[src/rtl/wwin_pkg.sv]
package wwin_pkg;
  localparam int DATA_W  = 32;
  localparam int CNT_W   = 6;
  localparam int SEL_W   = 4;
  localparam int RATIO_W = 12;
  localparam int ADDR_W  = 4;
  localparam int IDX_LSB = 2;

  localparam logic [1:0] IDX_KEY = 2'd0;
  localparam logic [1:0] IDX_CTL = 2'd1;
  localparam logic [1:0] IDX_STS = 2'd2;
  localparam logic [1:0] IDX_CNT = 2'd3;

  localparam logic [DATA_W-1:0] KEY_VAL = 32'h0000_5AA5;

  // control field positions (software decodes these)
  localparam int B_RUN   = 0;
  localparam int B_IEN   = 1;
  localparam int SEL_LSB = 8;
  localparam int CMP_LSB = 16;
  localparam int B_IGN   = 31;
  // status field positions
  localparam int B_MATCH = 0;
  localparam int B_RSTF  = 1;

  typedef struct packed {
    logic             ign_halt;
    logic [CNT_W-1:0] win;
    logic [SEL_W-1:0] sel;
    logic             ien;
    logic             run;
  } ctl_t;

  // divide ratio: powers of two for codes 0..7, then alternating 3*2^k and 4*2^k
  function automatic logic [RATIO_W-1:0] div_ratio(input logic [SEL_W-1:0] sel);
    logic [RATIO_W-1:0] one;
    one = 1;
    if (!sel[3])     return one << sel[2:0];
    else if (!sel[0]) return 12'd192 << sel[2:1];
    else              return 12'd256 << sel[2:1];
  endfunction
endpackage

[src/rtl/wwin_prescaler.sv]
module wwin_prescaler
  import wwin_pkg::*;
#(
  parameter int SW = SEL_W,
  parameter int RW = RATIO_W
) (
  input  logic          clk,
  input  logic          rst,
  input  logic          restart,
  input  logic          hold,
  input  logic [SW-1:0] sel,
  output logic          tick
);
  logic [RW-1:0] psc_q;
  logic [RW-1:0] ratio;

  assign ratio = RW'(div_ratio(SEL_W'(sel)));
  assign tick  = !restart && !hold && (psc_q == ratio - 1'b1);

  always_ff @(posedge clk) begin
    if (rst || restart)  psc_q <= '0;
    else if (!hold)      psc_q <= tick ? '0 : psc_q + 1'b1;
  end

  // the prescaler never runs past the selected ratio
  a_r2_psc_in_range: assert property (@(posedge clk) disable iff (rst)
    psc_q < ratio);
endmodule

[src/rtl/wwin_downcnt.sv]
module wwin_downcnt
  import wwin_pkg::*;
#(
  parameter int CW = CNT_W
) (
  input  logic          clk,
  input  logic          rst,
  input  logic          tick,
  input  logic          key_wr,
  input  logic [CW-1:0] win,
  output logic [CW-1:0] cnt,
  output logic          bad_refresh,
  output logic          timeout,
  output logic          hit
);
  localparam logic [CW-1:0] TOP = '1;

  logic [CW-1:0] cnt_q;
  logic [CW-1:0] dec;

  assign dec         = cnt_q - 1'b1;
  assign bad_refresh = key_wr && (cnt_q > win);
  assign timeout     = tick && !key_wr && (cnt_q == '0);
  assign hit         = tick && !key_wr && (cnt_q != '0) && (dec == win);
  assign cnt         = cnt_q;

  always_ff @(posedge clk) begin
    if (rst)                    cnt_q <= TOP;
    else if (key_wr)            cnt_q <= TOP;
    else if (tick) begin
      if (cnt_q == '0)          cnt_q <= TOP;
      else                      cnt_q <= dec;
    end
  end

  // an in-window refresh reloads the counter
  a_r4_refresh_reload: assert property (@(posedge clk) disable iff (rst)
    (key_wr && cnt_q <= win) |=> (cnt_q == TOP));
  // a tick at zero wraps to the top value
  a_r7_timeout_reload: assert property (@(posedge clk) disable iff (rst)
    (tick && !key_wr && cnt_q == '0) |=> (cnt_q == TOP));
  // key and timeout tick together never leave the count at zero
  a_r12_key_wins: assert property (@(posedge clk) disable iff (rst)
    (tick && key_wr && cnt_q == '0) |=> (cnt_q == TOP));
endmodule

[src/rtl/wdog_window_top.sv]
module wdog_window_top
  import wwin_pkg::*;
#(
  parameter int AW = ADDR_W,
  parameter int DW = DATA_W,
  parameter int CW = CNT_W,
  parameter int SW = SEL_W
) (
  input  logic          clk,
  input  logic          rst,
  input  logic          bus_wr,
  input  logic          bus_rd,
  input  logic [AW-1:0] bus_addr,
  input  logic [DW-1:0] bus_wdata,
  output logic [DW-1:0] bus_rdata,
  input  logic          dbg_halt,
  output logic          irq,
  output logic          wdt_rst
);
  logic [1:0]    idx;
  logic          ctl_wr, sts_wr, key_wr;
  logic          run_q, ien_q, ign_q;
  logic [SW-1:0] sel_q;
  logic [CW-1:0] win_q;
  logic          match_q, rstf_q, pulse_q;
  logic [DW-1:0] rdata_q;
  logic          count_ok, tick;
  logic [CW-1:0] cnt;
  logic          bad_refresh, timeout, hit, rst_evt;

  assign idx    = bus_addr[IDX_LSB +: 2];
  assign ctl_wr = bus_wr && (idx == IDX_CTL);
  assign sts_wr = bus_wr && (idx == IDX_STS);
  assign key_wr = bus_wr && (idx == IDX_KEY) && (bus_wdata == KEY_VAL);

  assign count_ok = run_q && (ign_q || !dbg_halt);
  assign rst_evt  = bad_refresh || timeout;

  logic unused_wdata;
  assign unused_wdata = ^{bus_wdata[DW-2:CMP_LSB+CW], bus_wdata[CMP_LSB-1:SEL_LSB+SW],
                          bus_wdata[SEL_LSB-1:B_IEN+1], bus_addr[IDX_LSB-1:0]};

  wwin_prescaler #(.SW(SW), .RW(RATIO_W)) u_psc (
    .clk     (clk),
    .rst     (rst),
    .restart (ctl_wr || !run_q),
    .hold    (!count_ok),
    .sel     (sel_q),
    .tick    (tick)
  );

  wwin_downcnt #(.CW(CW)) u_cnt (
    .clk         (clk),
    .rst         (rst),
    .tick        (tick),
    .key_wr      (key_wr),
    .win         (win_q),
    .cnt         (cnt),
    .bad_refresh (bad_refresh),
    .timeout     (timeout),
    .hit         (hit)
  );

  // control register
  always_ff @(posedge clk) begin
    if (rst) begin
      run_q <= 1'b0;
      ien_q <= 1'b0;
      ign_q <= 1'b0;
      sel_q <= '0;
      win_q <= '0;
    end else if (ctl_wr) begin
      run_q <= bus_wdata[B_RUN];
      ien_q <= bus_wdata[B_IEN];
      ign_q <= bus_wdata[B_IGN];
      sel_q <= bus_wdata[SEL_LSB +: SW];
      win_q <= bus_wdata[CMP_LSB +: CW];
    end
  end

  // status flags: a set event takes priority over a write-1 clear
  always_ff @(posedge clk) begin
    if (rst) begin
      match_q <= 1'b0;
      rstf_q  <= 1'b0;
    end else begin
      if (hit)                              match_q <= 1'b1;
      else if (sts_wr && bus_wdata[B_MATCH]) match_q <= 1'b0;
      if (rst_evt)                          rstf_q  <= 1'b1;
      else if (sts_wr && bus_wdata[B_RSTF])  rstf_q  <= 1'b0;
    end
  end

  // reset request pulse, never longer than one cycle
  always_ff @(posedge clk) begin
    if (rst) pulse_q <= 1'b0;
    else     pulse_q <= rst_evt && !pulse_q;
  end

  // registered read port
  always_ff @(posedge clk) begin
    if (rst) rdata_q <= '0;
    else if (bus_rd) begin
      rdata_q <= '0;
      case (idx)
        IDX_CTL: begin
          rdata_q[B_RUN]            <= run_q;
          rdata_q[B_IEN]            <= ien_q;
          rdata_q[SEL_LSB +: SW]    <= sel_q;
          rdata_q[CMP_LSB +: CW]    <= win_q;
          rdata_q[B_IGN]            <= ign_q;
        end
        IDX_STS: begin
          rdata_q[B_MATCH] <= match_q;
          rdata_q[B_RSTF]  <= rstf_q;
        end
        IDX_CNT: rdata_q[CW-1:0] <= cnt;
        default: rdata_q <= '0;
      endcase
    end
  end

  assign bus_rdata = rdata_q;
  assign wdt_rst   = pulse_q;
  assign irq       = match_q && ien_q;

  // a stopped counter changes only through the key
  a_r3_stopped_hold: assert property (@(posedge clk) disable iff (rst)
    (!run_q && !key_wr) |=> $stable(cnt));
  // debug halt freezes the count unless told to ignore it
  a_r10_debug_hold: assert property (@(posedge clk) disable iff (rst)
    (run_q && dbg_halt && !ign_q && !key_wr) |=> $stable(cnt));
  // early refresh yields a reset request and the sticky flag
  a_r6_early_key: assert property (@(posedge clk) disable iff (rst)
    (bad_refresh && !pulse_q) |=> (wdt_rst && rstf_q));
  // reset request is a single-cycle pulse
  a_r6_one_cycle: assert property (@(posedge clk) disable iff (rst)
    wdt_rst |=> !wdt_rst);
  // the flag is set whenever a reset request is out
  a_r9_flag_with_pulse: assert property (@(posedge clk) disable iff (rst)
    wdt_rst |-> rstf_q);
  // a window hit always shows up in the flag
  a_r8_hit_sets: assert property (@(posedge clk) disable iff (rst)
    hit |=> match_q);
endmodule

[config.mk]
export PLATFORM = sky130hd
export DESIGN_NAME = wdog_window_top
export DESIGN_NICKNAME = d
export VERILOG_FILES = /design/src/rtl/wwin_pkg.sv /design/src/rtl/wwin_prescaler.sv /design/src/rtl/wwin_downcnt.sv /design/src/rtl/wdog_window_top.sv
export SDC_FILE = /design/constraint.sdc
export NUM_CORES = 1
export LEC_CHECK = 0
export BUFFER_PORTS_ARGS = -buffer_cell sky130_fd_sc_hd__buf_2
export CAP_MARGIN = 20
export CORE_MARGIN = 5
export CORE_UTILIZATION = 50
export DETAILED_ROUTE_END_ITERATION = 16
export PLACE_DENSITY = 0.72
export SLEW_MARGIN = 20
export SYNTH_ARGS = -nofsm -noshare
export SYNTH_HDL_FRONTEND = slang
export SYNTH_HIERARCHICAL = 1
export SYNTH_SLANG_ARGS = --single-unit
[constraint.sdc]
create_clock -name clk -period 9.1 [get_ports clk]
set_input_delay 1.82 -clock clk [delete_from_list [all_inputs] [get_ports clk]]
set_output_delay 1.82 -clock clk [all_outputs]
set_load 0.01 [all_outputs]
# Yosys cells after proc, flatten, opt, wreduce, memory -nomap -nowiden
# Index checks and enable logic that the tools add are counted.
# op_classes
n_mul,0
muxes,13
bitwise_logic,0
shift,3
n_div,0
n_reduce_logical,31
magnitude_cmp,1
add_sub_neg,3
eq_ne,6
# ops
op,count
$mux W12,3
$eq A32 B15 Y1 const B,1
$logic_and A1 B1 Y1,16
$add A12 B1 Y12 const B,1
$eq A12 B12 Y1,1
$mux W6,2
$shl A1 B3 Y12 const A,1
$shl A8 B2 Y12 const A,1
$shl A9 B2 Y12 const A,1
$sub A12 B1 Y12 const B,1
$mux W4,2
$eq A6 B6 Y1,1
$gt A6 B6 Y1,1
$logic_not A6 Y1,1
$pmux W2 S3,1
$reduce_bool A6 Y1,1
$sub A6 B1 Y6 const B,1
$logic_not A1 Y1,5
$mux W1,5
$eq A2 B2 Y1 const B,2
$logic_or A1 B1 Y1,4
$reduce_bool A2 Y1,2
$eq A2 B1 Y1 const B,1
$logic_not A2 Y1,1
$reduce_or A2 Y1,1
# totals
register_bits,51
mem_count,0
output_inout_bits,34
ram_bits,0
latch_bits,0
romBits,0
word_cells,68
input_bits,41

# Longest topological paths before layout
# Gate-level depths: netlist of run 1.
# depth
ltp_word,10
mapped_depth,19

# Modules after synthesis
# The synthesis of run 1 kept the hierarchy.
# modules_own_cells
module,area_each_um2,seq_area_each_um2,instances,cells_per_inst
wwin_prescaler,1483.9,240.2,1,193
wdog_window_top,1476.4,660.6,1,181
wwin_downcnt,599.3,120.1,1,76

# Worst setup path after synthesis of run 1
# Ideal clock, no wire load.
# synth_timing
kind,input port to flip-flop
from,in bus_addr[2]
to,reg u_cnt.cnt_q[2] (netlist: u_cnt/cnt[2])
setup_slack_ns,5.180
required_ns,8.967
cell_stages,12
setup_ns,0.133
arrival_ns,3.787
path_buffers,2
cell_sequence,buf_4 > nand3b_1 > nand2_1 > a2111oi_4 > nand2b_1 > nand4b_1 > nor3_1 > nor4bb_1 > clkbuf_1 > nand3_1 > o21ai_0 > o21ai_1
# synth_between
elab_chain_cells,6
word_cells_on_any_way,10
cone_classes,eq/ne (1); reduce/logical (9)
# synth_rtl
element,line,text
from (decl),wdog_window_top.sv:13,"input logic [AW-1:0] bus_addr,"
$eq A2 B1 Y1,wdog_window_top.sv:32,assign ctl_wr = bus_wr && (idx == IDX_CTL);
$logic_and A1 B1 Y1,wdog_window_top.sv:32,
$logic_or A1 B1 Y1,wdog_window_top.sv:46,".restart (ctl_wr || !run_q),"
$logic_not A1 Y1,wwin_prescaler.sv:18,assign tick = !restart && !hold && (psc_q == ratio - 1'b1);
$logic_and A1 B1 Y1 (2 in series),wwin_prescaler.sv:18,
net tick,wdog_window_top.sv:27,"logic count_ok, tick;"
to (signal assigned),wwin_downcnt.sv:28,if (rst) cnt_q <= TOP;
to (signal assigned),wwin_downcnt.sv:29,else if (key_wr) cnt_q <= TOP;
to (signal assigned),wwin_downcnt.sv:31,if (cnt_q == '0) cnt_q <= TOP;
to (decl),wwin_downcnt.sv:18,logic [CW-1:0] cnt_q;
# The timed path passes the listed nets, and every way through them passes these cells.
# A chain may end at the register's enable or synchronous reset.

# Worst setup path in the final report of run 1
# layout_timing
from,in bus_addr[3]
to,reg match_q
# layout_between
elab_chain_cells,10
word_cells_on_any_way,18
cone_classes,eq/ne (2); mux (1); reduce/logical (15)
# layout_rtl
element,line,text
$eq A2 B1 Y1 *,wdog_window_top.sv:32,
$logic_and A1 B1 Y1 *,wdog_window_top.sv:32,
$logic_or A1 B1 Y1 *,wdog_window_top.sv:46,
$logic_not A1 Y1 *,wwin_prescaler.sv:18,
$logic_and A1 B1 Y1 * (2 in series),wwin_prescaler.sv:18,
net tick,wdog_window_top.sv:27,
$logic_and A1 B1 Y1 * (3 in series),wwin_downcnt.sv:24,assign hit = tick && !key_wr && (cnt_q != '0) && (dec == win);
net hit,wdog_window_top.sv:29,"logic bad_refresh, timeout, hit, rst_evt;"
$mux W1 or $reduce_bool A2 Y1 (tied branches),n/a,
to (signal assigned),wdog_window_top.sv:84,match_q <= 1'b0;
to (signal assigned),wdog_window_top.sv:87,if (hit) match_q <= 1'b1;
to (signal assigned),wdog_window_top.sv:88,else if (sts_wr && bus_wdata[B_MATCH]) match_q <= 1'b0;
to (decl),wdog_window_top.sv:25,"logic match_q, rstf_q, pulse_q;"
# The timed path passes the listed nets; every way through them passes the cells marked *.

==> results of run 1 <==
==> layer usage <==
layer  GRT usage, %  vias to the layer above
met2           33.1                       91
met5              0                        -
met4           7.46                        0
met1           24.5                     1509
met3           3.59                       15
li1               -                     1643
==> Yosys cell counts, types with 3 or more instances <==
| cell | count | area (um^2) |
|---|---|---|
| xnor2_1 | 18 | 158 |
| inv_1 | 18 | 67.6 |
| nand2_1 | 49 | 184 |
| and3_1 | 5 | 31.3 |
| clkbuf_1 | 10 | 37.5 |
| nand4_1 | 13 | 81.3 |
| dfxtp_1 | 51 | 1020 |
| and3b_1 | 4 | 35.0 |
| o211ai_1 | 3 | 22.5 |
| a211oi_1 | 4 | 30.0 |
| nor2_1 | 30 | 113 |
| o21ai_0 | 9 | 45.0 |
| nor4b_1 | 6 | 52.6 |
| buf_2 | 8 | 40.0 |
| nand3b_1 | 5 | 37.5 |
| nor4_1 | 7 | 43.8 |
| a311oi_1 | 3 | 26.3 |
| nand3_1 | 11 | 55.1 |
| a21oi_1 | 39 | 195 |
| nor3_1 | 9 | 45.0 |
| o21ai_1 | 4 | 20.0 |
| buf_4 | 20 | 150 |
| nor3_2 | 3 | 30.0 |
| nor4bb_1 | 3 | 30.0 |
| xor2_1 | 9 | 78.8 |
| nand2b_1 | 11 | 68.8 |
| nor2_2 | 10 | 62.6 |
| a32oi_1 | 3 | 26.3 |
| nor2b_1 | 15 | 93.8 |
| ha_1 | 14 | 175 |
| o31ai_1 | 5 | 37.5 |
| nand4b_1 | 5 | 43.8 |
| or3_1 | 3 | 18.8 |
==> cells in the final DEF, fill, tap and decap left out, types with 4 or more instances in the layout <==
cell type   n
a211oi_1    4
nand4b_1    5
nand3_1    11
a21oi_1    39
inv_1      18
dfxtp_1    51
and3_1      5
nor2_2     10
nor2b_1    15
o21ai_1     4
nand2_1    49
nor4_1      7
xor2_1      9
and3b_1     4
buf_2      57
nand3b_1    5
nor3_1      9
conb_1     15
nor4b_1     6
clkbuf_8    5
nand2b_1   11
xnor2_1    18
nor2_1     30
nand4_1    13
ha_1       14
o31ai_1     5
o21ai_0     9
==> final cells by class <==
cell class,count,share of cell area (%)
Clock buffer,6,1.88
Multi-Input combinational cell,354,58.8
Clock inverter,2,0.324
Sequential cell,51,26.5
Inverter,19,1.85
Tap cell,96,3.11
Timing Repair Buffer,58,7.59
==> per-stage QoR <==
stage | power [mW] | instance area [um^2] | instances | utilization, %
6_report | 0.432 | 3860 | 586 | 56.2
3_5_place_dp | 0.309 | 3770 | 578 | 55.0
5_1_grt | 0.456 | 3860 | 586 | 56.2
2_1_floorplan | 0.294 | 3610 | 464 | -
4_1_cts | 0.437 | 3860 | 586 | 56.2
3_3_place_gp | 0.308 | 3770 | 578 | 55.0
==> worst paths after layout <==
path / start / to / depth (start not counted) / slack, ns
worst max-delay path: bus_addr[3] / match_q / 15 / 4.63
worst min-delay path: wdt_rst / wdt_rst / 1 / 0.43
worst max register to register: sel_q[0] / match_q / 18 / 4.75
worst min register to register: wdt_rst / wdt_rst / 1 / 0.43
==> sequential cells by signal, summed over array words and instances (netlist names) <==
signal and count:
run_q 1, u_psc/psc_q 12, u_cnt/cnt 6, sel_q 4
rstf_q 1, win_q 6, wdt_rst 1, ign_q 1
match_q 1, bus_rdata 17, ien_q 1
==> where the power goes <==
| group | leakage [nW] | internal [mW] | total (mW) | switching [mW] |
|---|---|---|---|---|
| Clock | 0.0412 | 0.0539 | 0.128 | 0.0739 |
| Sequential | 0.413 | 0.228 | 0.236 | 0.00815 |
| Combinational | 1.00 | 0.0291 | 0.0686 | 0.0395 |
==> kinds of logic after synthesis <==
| logic type | after synthesis |
|---|---|
| other | 1 |
| XOR/XNOR | 27 |
| multiplexers | 3 |
| AND/OR/NAND/NOR | 205 |
| flip-flops | 51 |
| AO/OA/AOI/OAI | 90 |
| adder cells (fa/ha/maj) | 14 |
| buffers and inverters | 59 |
==> insert_results.sql, run 1 <==
INSERT INTO impl_metrics (metric_group, metric, value, unit) VALUES
('die', 'core_area', '6870', 'um^2'),
('synth', 'yosys.area_share.simple', '32.9', '%'),
('die', 'initial_core_utilization', '51.8', '%'),
('placed_design', 'port_buffers', '57', ''),
('placed_design', 'place.detailed.hpwl', '6450', 'um'),
('sta', 'clock_skew_after_layout', '0.00429', 'ns'),
('critical_path', 'worstPathRequired', '9.34', 'ns'),
('synth', 'synthAdderAreaFrac', '4.92', '%'),
('sta', 'layout_min_cycle_time', '4.47', 'ns'),
('cells_and_area', 'fillers', '658', ''),
('route', 'wire_per_inst', '14.6', 'um'),
('cells_and_area', 'syn2layout_area_growth', '8.44', '%'),
('route', 'num_vias', '3258', ''),
('route', 'met2_wirelength', '4260', 'um'),
('critical_path', 'critPathKind', 'input pin to flip-flop', ''),
('global_routing', 'grt_max_degree', '36', ''),
('synth', 'synth.yosys.warnings', '6', ''),
('clock_network', 'clock_insertion_delay_worst_skew', '0.30', 'ns'),
('sta', 'fin_crit_sh', '49.1', '%'),
('cells_and_area', 'regArea', '1020', 'um^2'),
('synth', 'synth_enable_flop_cells', '0', ''),
('critical_path', 'cp_max_fo', '13', ''),
('pwr', 'power.density_cell_area', '112', 'nW/um^2'),
('job', 'max_cap_violations', '0', ''),
('sta', 'final_hold_fails', '0', ''),
('critical_path', 'path_buf_inv', '2', ''),
('sta', 'setup_viol_count_final', '0', ''),
('global_routing', 'grt_pass1_wl', '14000', 'um'),
('synth', 'syn-mean-instance-area', '7.91', 'um^2'),
('clock_network', 'clock_tree_from_tritoncts', 'done', ''),
('die', 'die_w', '94.4', 'um'),
('clock_network', 'postCtsSetupRepairBufs', '0', ''),
('clock_network', 'clkSinkCount', '51', ''),
('hold_path', 'holdCritPathClass', 'flip-flop to flip-flop', ''),
('route', 'met3_wire_length', '476', 'um'),
('route', 'detailedRoute.firstPassIterationCount', '4', ''),
('synth', 'mappedNetlistArea', '3560', 'um^2'),
('clock_network', 'clkSlewWorstSetupHoldPaths', '0.09', 'ns'),
('die', 'die-height', '94.4', 'um'),
('die', 'boundaryPins', '75', ''),
('synth', 'asyncSetResetFlopFracSynth', '0', '%'),
('synth', 'yosysSeqAreaShare', '28.7', '%'),
('cells_and_area', 'design.final.nets', '544', ''),
('route', 'total_wirelength', '8580', 'um'),
('global_routing', 'gr-total-overflow', '0', ''),
('route', 'drt_drc_violations_left', '0', ''),
('clock_network', 'htree_num_levels', '2', ''),
('die', 'die-area', '8910', 'um^2'),
('sta', 'final-max-slew-violation-count', '0', ''),
('critical_path', 'timing.critical_path.max_delay_family', 'simple AND/OR/NAND/NOR gates', ''),
('sta', 'timing.max_slew.rel_slack', '36.0', '%'),
('sta', 'clock.fmax', '224', 'MHz'),
('cells_and_area', 'antennaDiodeCount', '0', ''),
('placed_design', 'gp_congestion', '0.907', ''),
('run_status', 'status', 'finished, final reports clean', ''),
('route', 'initialDrtViolationCount', '149', ''),
('critical_path', 'cp_data_arrival_time', '4.71', 'ns'),
('critical_path', 'endpoint_kind', 'flip-flop', ''),
('sta', 'tightestPinTransition', '0.959', 'ns'),
('critical_path', 'cp_slowest_cell', 'nand3b_1', ''),
('cells_and_area', 'multi_input_comb_area', '2270', 'um^2'),
('pwr', 'peak_supply_drop', '0.0612', 'mV'),
('cells_and_area', 'post_route_cells_drive_above_1_share', '18.8', '%'),
('synth', 'synth.area.mux_share', '0.914', '%'),
('sta', 'rsz0062_at_grt', 'false', ''),
('placed_design', 'pre_cts_ws', '4.39', 'ns'),
('global_routing', 'antenna_found_initial', '0', ''),
('clock_network', 'clock_buffer_count_from_cts', '5', ''),
('clock_network', 'postCtsResizedCells', '0', ''),
('route', 'detail_route.vias_per_cell', '5.56', ''),
('synth', 'yosys_most_used_dff', 'dfxtp_1', '');
Note: power is estimated with default switching activity, not from simulation.
==> run 2, diff against run 1 <==
--- a/config.mk
+++ b/config.mk
@@ -10,7 +10,7 @@
 export CORE_MARGIN = 5
 export CORE_UTILIZATION = 50
 export DETAILED_ROUTE_END_ITERATION = 16
-export PLACE_DENSITY = 0.72
+export PLACE_DENSITY = 0.75
 export SLEW_MARGIN = 20
 export SYNTH_ARGS = -nofsm -noshare
 export SYNTH_HDL_FRONTEND = slang
==> constraint.sdc (replaced) <==
create_clock -name clk -period 3.6 [get_ports clk]
set_input_delay 0.72 -clock clk [delete_from_list [all_inputs] [get_ports clk]]
set_output_delay 0.72 -clock clk [all_outputs]
set_load 0.01 [all_outputs]
==> run 2 against run 1 <==
Effect of this change: global-route usage increased by 0.47 points; combinational power grew to 2.7 times the previous value; design area rose by 2.7%; count of clock-buffer cells in the layout unchanged; highest routed layer unchanged; clock skew is 0.013 ns higher; die area unchanged; critical endpoint unchanged; final cell count up 1.7%; sequential power rose to 2.5 times the previous value; sequential share of layout area decreased by 0.67 points; critical path type is now flip-flop to flip-flop; largest power group unchanged; power rose to 2.5 times the previous value.
==> insert_results.sql, run 2 (synthesis results as in run 1) <==
INSERT INTO impl_metrics (metric_group, metric, value, unit) VALUES
('run_status', 'status', 'finished, final reports clean', ''),
('placed_design', 'place.detailed.instances', '588', ''),
('sta', 'final-max-slew-violation-count', '0', ''),
('die', 'initial_core_utilization', '51.8', '%'),
('die', 'core_area', '6870', 'um^2'),
('clock_network', 'clock_tree_from_tritoncts', 'done', ''),
('sta', 'timing.max_slew.rel_slack', '57.2', '%'),
('global_routing', 'grt_use_total', '20.0', '%'),
('sta', 'sum_neg_setup_slack', '0', 'ns'),
('cells_and_area', 'finalNonFillerCells', '596', ''),
('global_routing', 'vias_in_the_first_global_route', '3134', ''),
('critical_path', 'endpoint_kind', 'flip-flop', ''),
('cells_and_area', 'syn2layout_area_growth', '11.4', '%'),
('route', 'initialDrtViolationCount', '136', ''),
('pwr', 'power.density_cell_area', '278', 'nW/um^2'),
('hold_path', 'holdCritPathClass', 'flip-flop to flip-flop', ''),
('placed_design', 'gp_congestion', '0.880', ''),
('critical_path', 'critical_path.reg2reg.startpoint', 'sel_q[1]', ''),
('clock_network', 'clock_buffer_count_from_cts', '5', ''),
('die', 'boundaryPins', '75', ''),
('clock_network', 'clock_insertion_delay_worst_skew', '0.31', 'ns'),
('clock_network', 'cts.path.max_buffers', '2', ''),
('global_routing', 'antenna_found_initial', '0', ''),
('route', 'total_wirelength', '8590', 'um'),
('route', 'wire_per_inst', '14.4', 'um'),
('clock_network', 'clkSlewWorstSetupHoldPaths', '0.10', 'ns'),
('sta', 'tightestPinTransition', '0.642', 'ns'),
('critical_path', 'cp_data_arrival_time', '3.53', 'ns'),
('critical_path', 'cp_max_fo', '10', ''),
('critical_path', 'cp_slowest_cell', 'or3b_4', ''),
('cells_and_area', 'fillers', '678', ''),
('cells_and_area', 'design.final.nets', '554', ''),
('sta', 'final_hold_fails', '0', ''),
('cells_and_area', 'post_route_cells_drive_above_1_share', '21.4', '%'),
('placed_design', 'place.detailed.hpwl', '6590', 'um'),
('critical_path', 'worstPathRequired', '3.85', 'ns'),
('job', 'max_cap_violations', '0', ''),
('cells_and_area', 'regArea', '1020', 'um^2'),
('hold_path', 'holdCritStartpoint', 'wdt_rst', ''),
('clock_network', 'clkSinkCount', '51', ''),
('pwr', 'p_leak', '1.51', 'nW'),
('sta', 'layout_min_cycle_time', '3.29', 'ns'),
('route', 'num_vias', '3287', ''),
('sta', 'clock_skew_after_layout', '0.0172', 'ns'),
('sta', 'setup_viol_count_final', '0', ''),
('clock_network', 'cts_hold_buffers', '0', ''),
('critical_path', 'critPathMaxStageDelay', '0.41', 'ns'),
('critical_path', 'timing.critical_path.max_delay_family', 'simple AND/OR/NAND/NOR gates', ''),
('pwr', 'fin_total_pwr', '1.10', 'mW'),
('die', 'die-height', '94.4', 'um'),
('placed_design', 'port_buffers', '57', ''),
('route', 'ant_nets', '0', ''),
('route', 'drt_drc_violations_left', '0', ''),
('sta', 'fin_crit_sh', '91.3', '%'),
('global_routing', 'grt_pass1_wl', '14600', 'um'),
('pwr', 'peak_supply_drop', '0.191', 'mV'),
('die', 'die_w', '94.4', 'um'),
('critical_path', 'critPathKind', 'flip-flop to flip-flop', ''),
('sta', 'clock.fmax', '304', 'MHz'),
('critical_path', 'critical-path-top-cell-by-count', 'nor3_2', ''),
('clock_network', 'htree_num_levels', '2', ''),
('die', 'std_cell_rows', '30', ''),
('critical_path', 'critical_path.startpoint_type', 'flip-flop', ''),
('cells_and_area', 'final_common_cell', 'buf_2', ''),
('cells_and_area', 'antennaDiodeCount', '0', ''),
('cells_and_area', 'utilization', '57.7', '%'),
('critical_path', 'path_buf_inv', '2', ''),
('critical_path', 'worst_setup_path_startpoint', 'sel_q[1]', ''),
('die', 'die-area', '8910', 'um^2'),
('global_routing', 'gr-total-overflow', '0', ''),
('route', 'detail_route.vias_per_cell', '5.52', ''),
('critical_path', 'timing.critical_path.cells', 'inv_1 > ha_1 > or3b_4 > ha_1 > buf_4 > or3b_2 > o211ai_1 > and4_1 > nor2_1 > nand4b_1 > nor3_2 > nor4bb_4 > nand2b_1 > nor3_2 > nand4_1 > nor3_2 > a21oi_1 > nor2_1', ''),
('cells_and_area', 'multi_input_comb_area', '2300', 'um^2'),
('cells_and_area', 'largest_register_ff_count', '17', ''),
('clock_network', 'clk_root_buffer_cell', 'clkbuf_8', ''),
('global_routing', 'grt_max_degree', '36', ''),
('route', 'detailedRoute.firstPassIterationCount', '4', ''),
('cells_and_area', 'layout_common_cells', '57 x buf_2, 50 x dfxtp_1, 49 x nand2_1, 38 x a21oi_1, 30 x nor2_1', '');
-- run 2: through the flow --
step                hold WS, ns  area (um^2)  setup WS [ns]
floorplan                 0.434         3610       0.000217
global placement          0.408         3850          0.166
detailed placement        0.418         3850         0.0696
CTS                       0.433         3940         0.0478
global route              0.461         3970       -0.00580
finish                    0.429         3970          0.312
-- run 2: layer usage --
layer  vias up  wire length [um]  track usage (%)  share of wire (%)
met5         -                 0                0                  0
met4         0                45             3.37               0.52
met3         7               480             3.67                5.6
met2       105              4350             34.5                 51
met1      1523              3710             26.4                 43
li1       1652                 -                -                  -
-- run 2: final timing paths --
check	cells past startpoint	slack, ns	end
worst max-delay path	18	0.31	match_q
worst min-delay path	1	0.43	wdt_rst
worst max register to register	18	0.31	match_q
worst min register to register	1	0.43	wdt_rst
-- run 2: layout make-up --
class,count,area share (%)
repair buffers,68,9.28
flip-flops and latches,51,25.8
well taps,96,3.03
clock inverters,2,0.316
clock buffers,6,1.83
inverters,19,1.80
multi-input cells,354,58.0
-- run 2: what timing repair did --
| item | CTS | global route |
|---|---|---|
| resized for setup | 0 | 7 |
| endpoints found under the setup margin | 0 | 9 |
| buffers inserted | 0 | 0 |
-- run 2: report_power, final --
part	switching (mW)	internal (mW)	leakage [nW]	total, mW
Combinational	0.109	0.0792	1.06	0.188
Sequential	0.0159	0.576	0.414	0.591
Clock	0.186	0.136	0.0412	0.322
Total	0.310	0.791	1.51	1.10
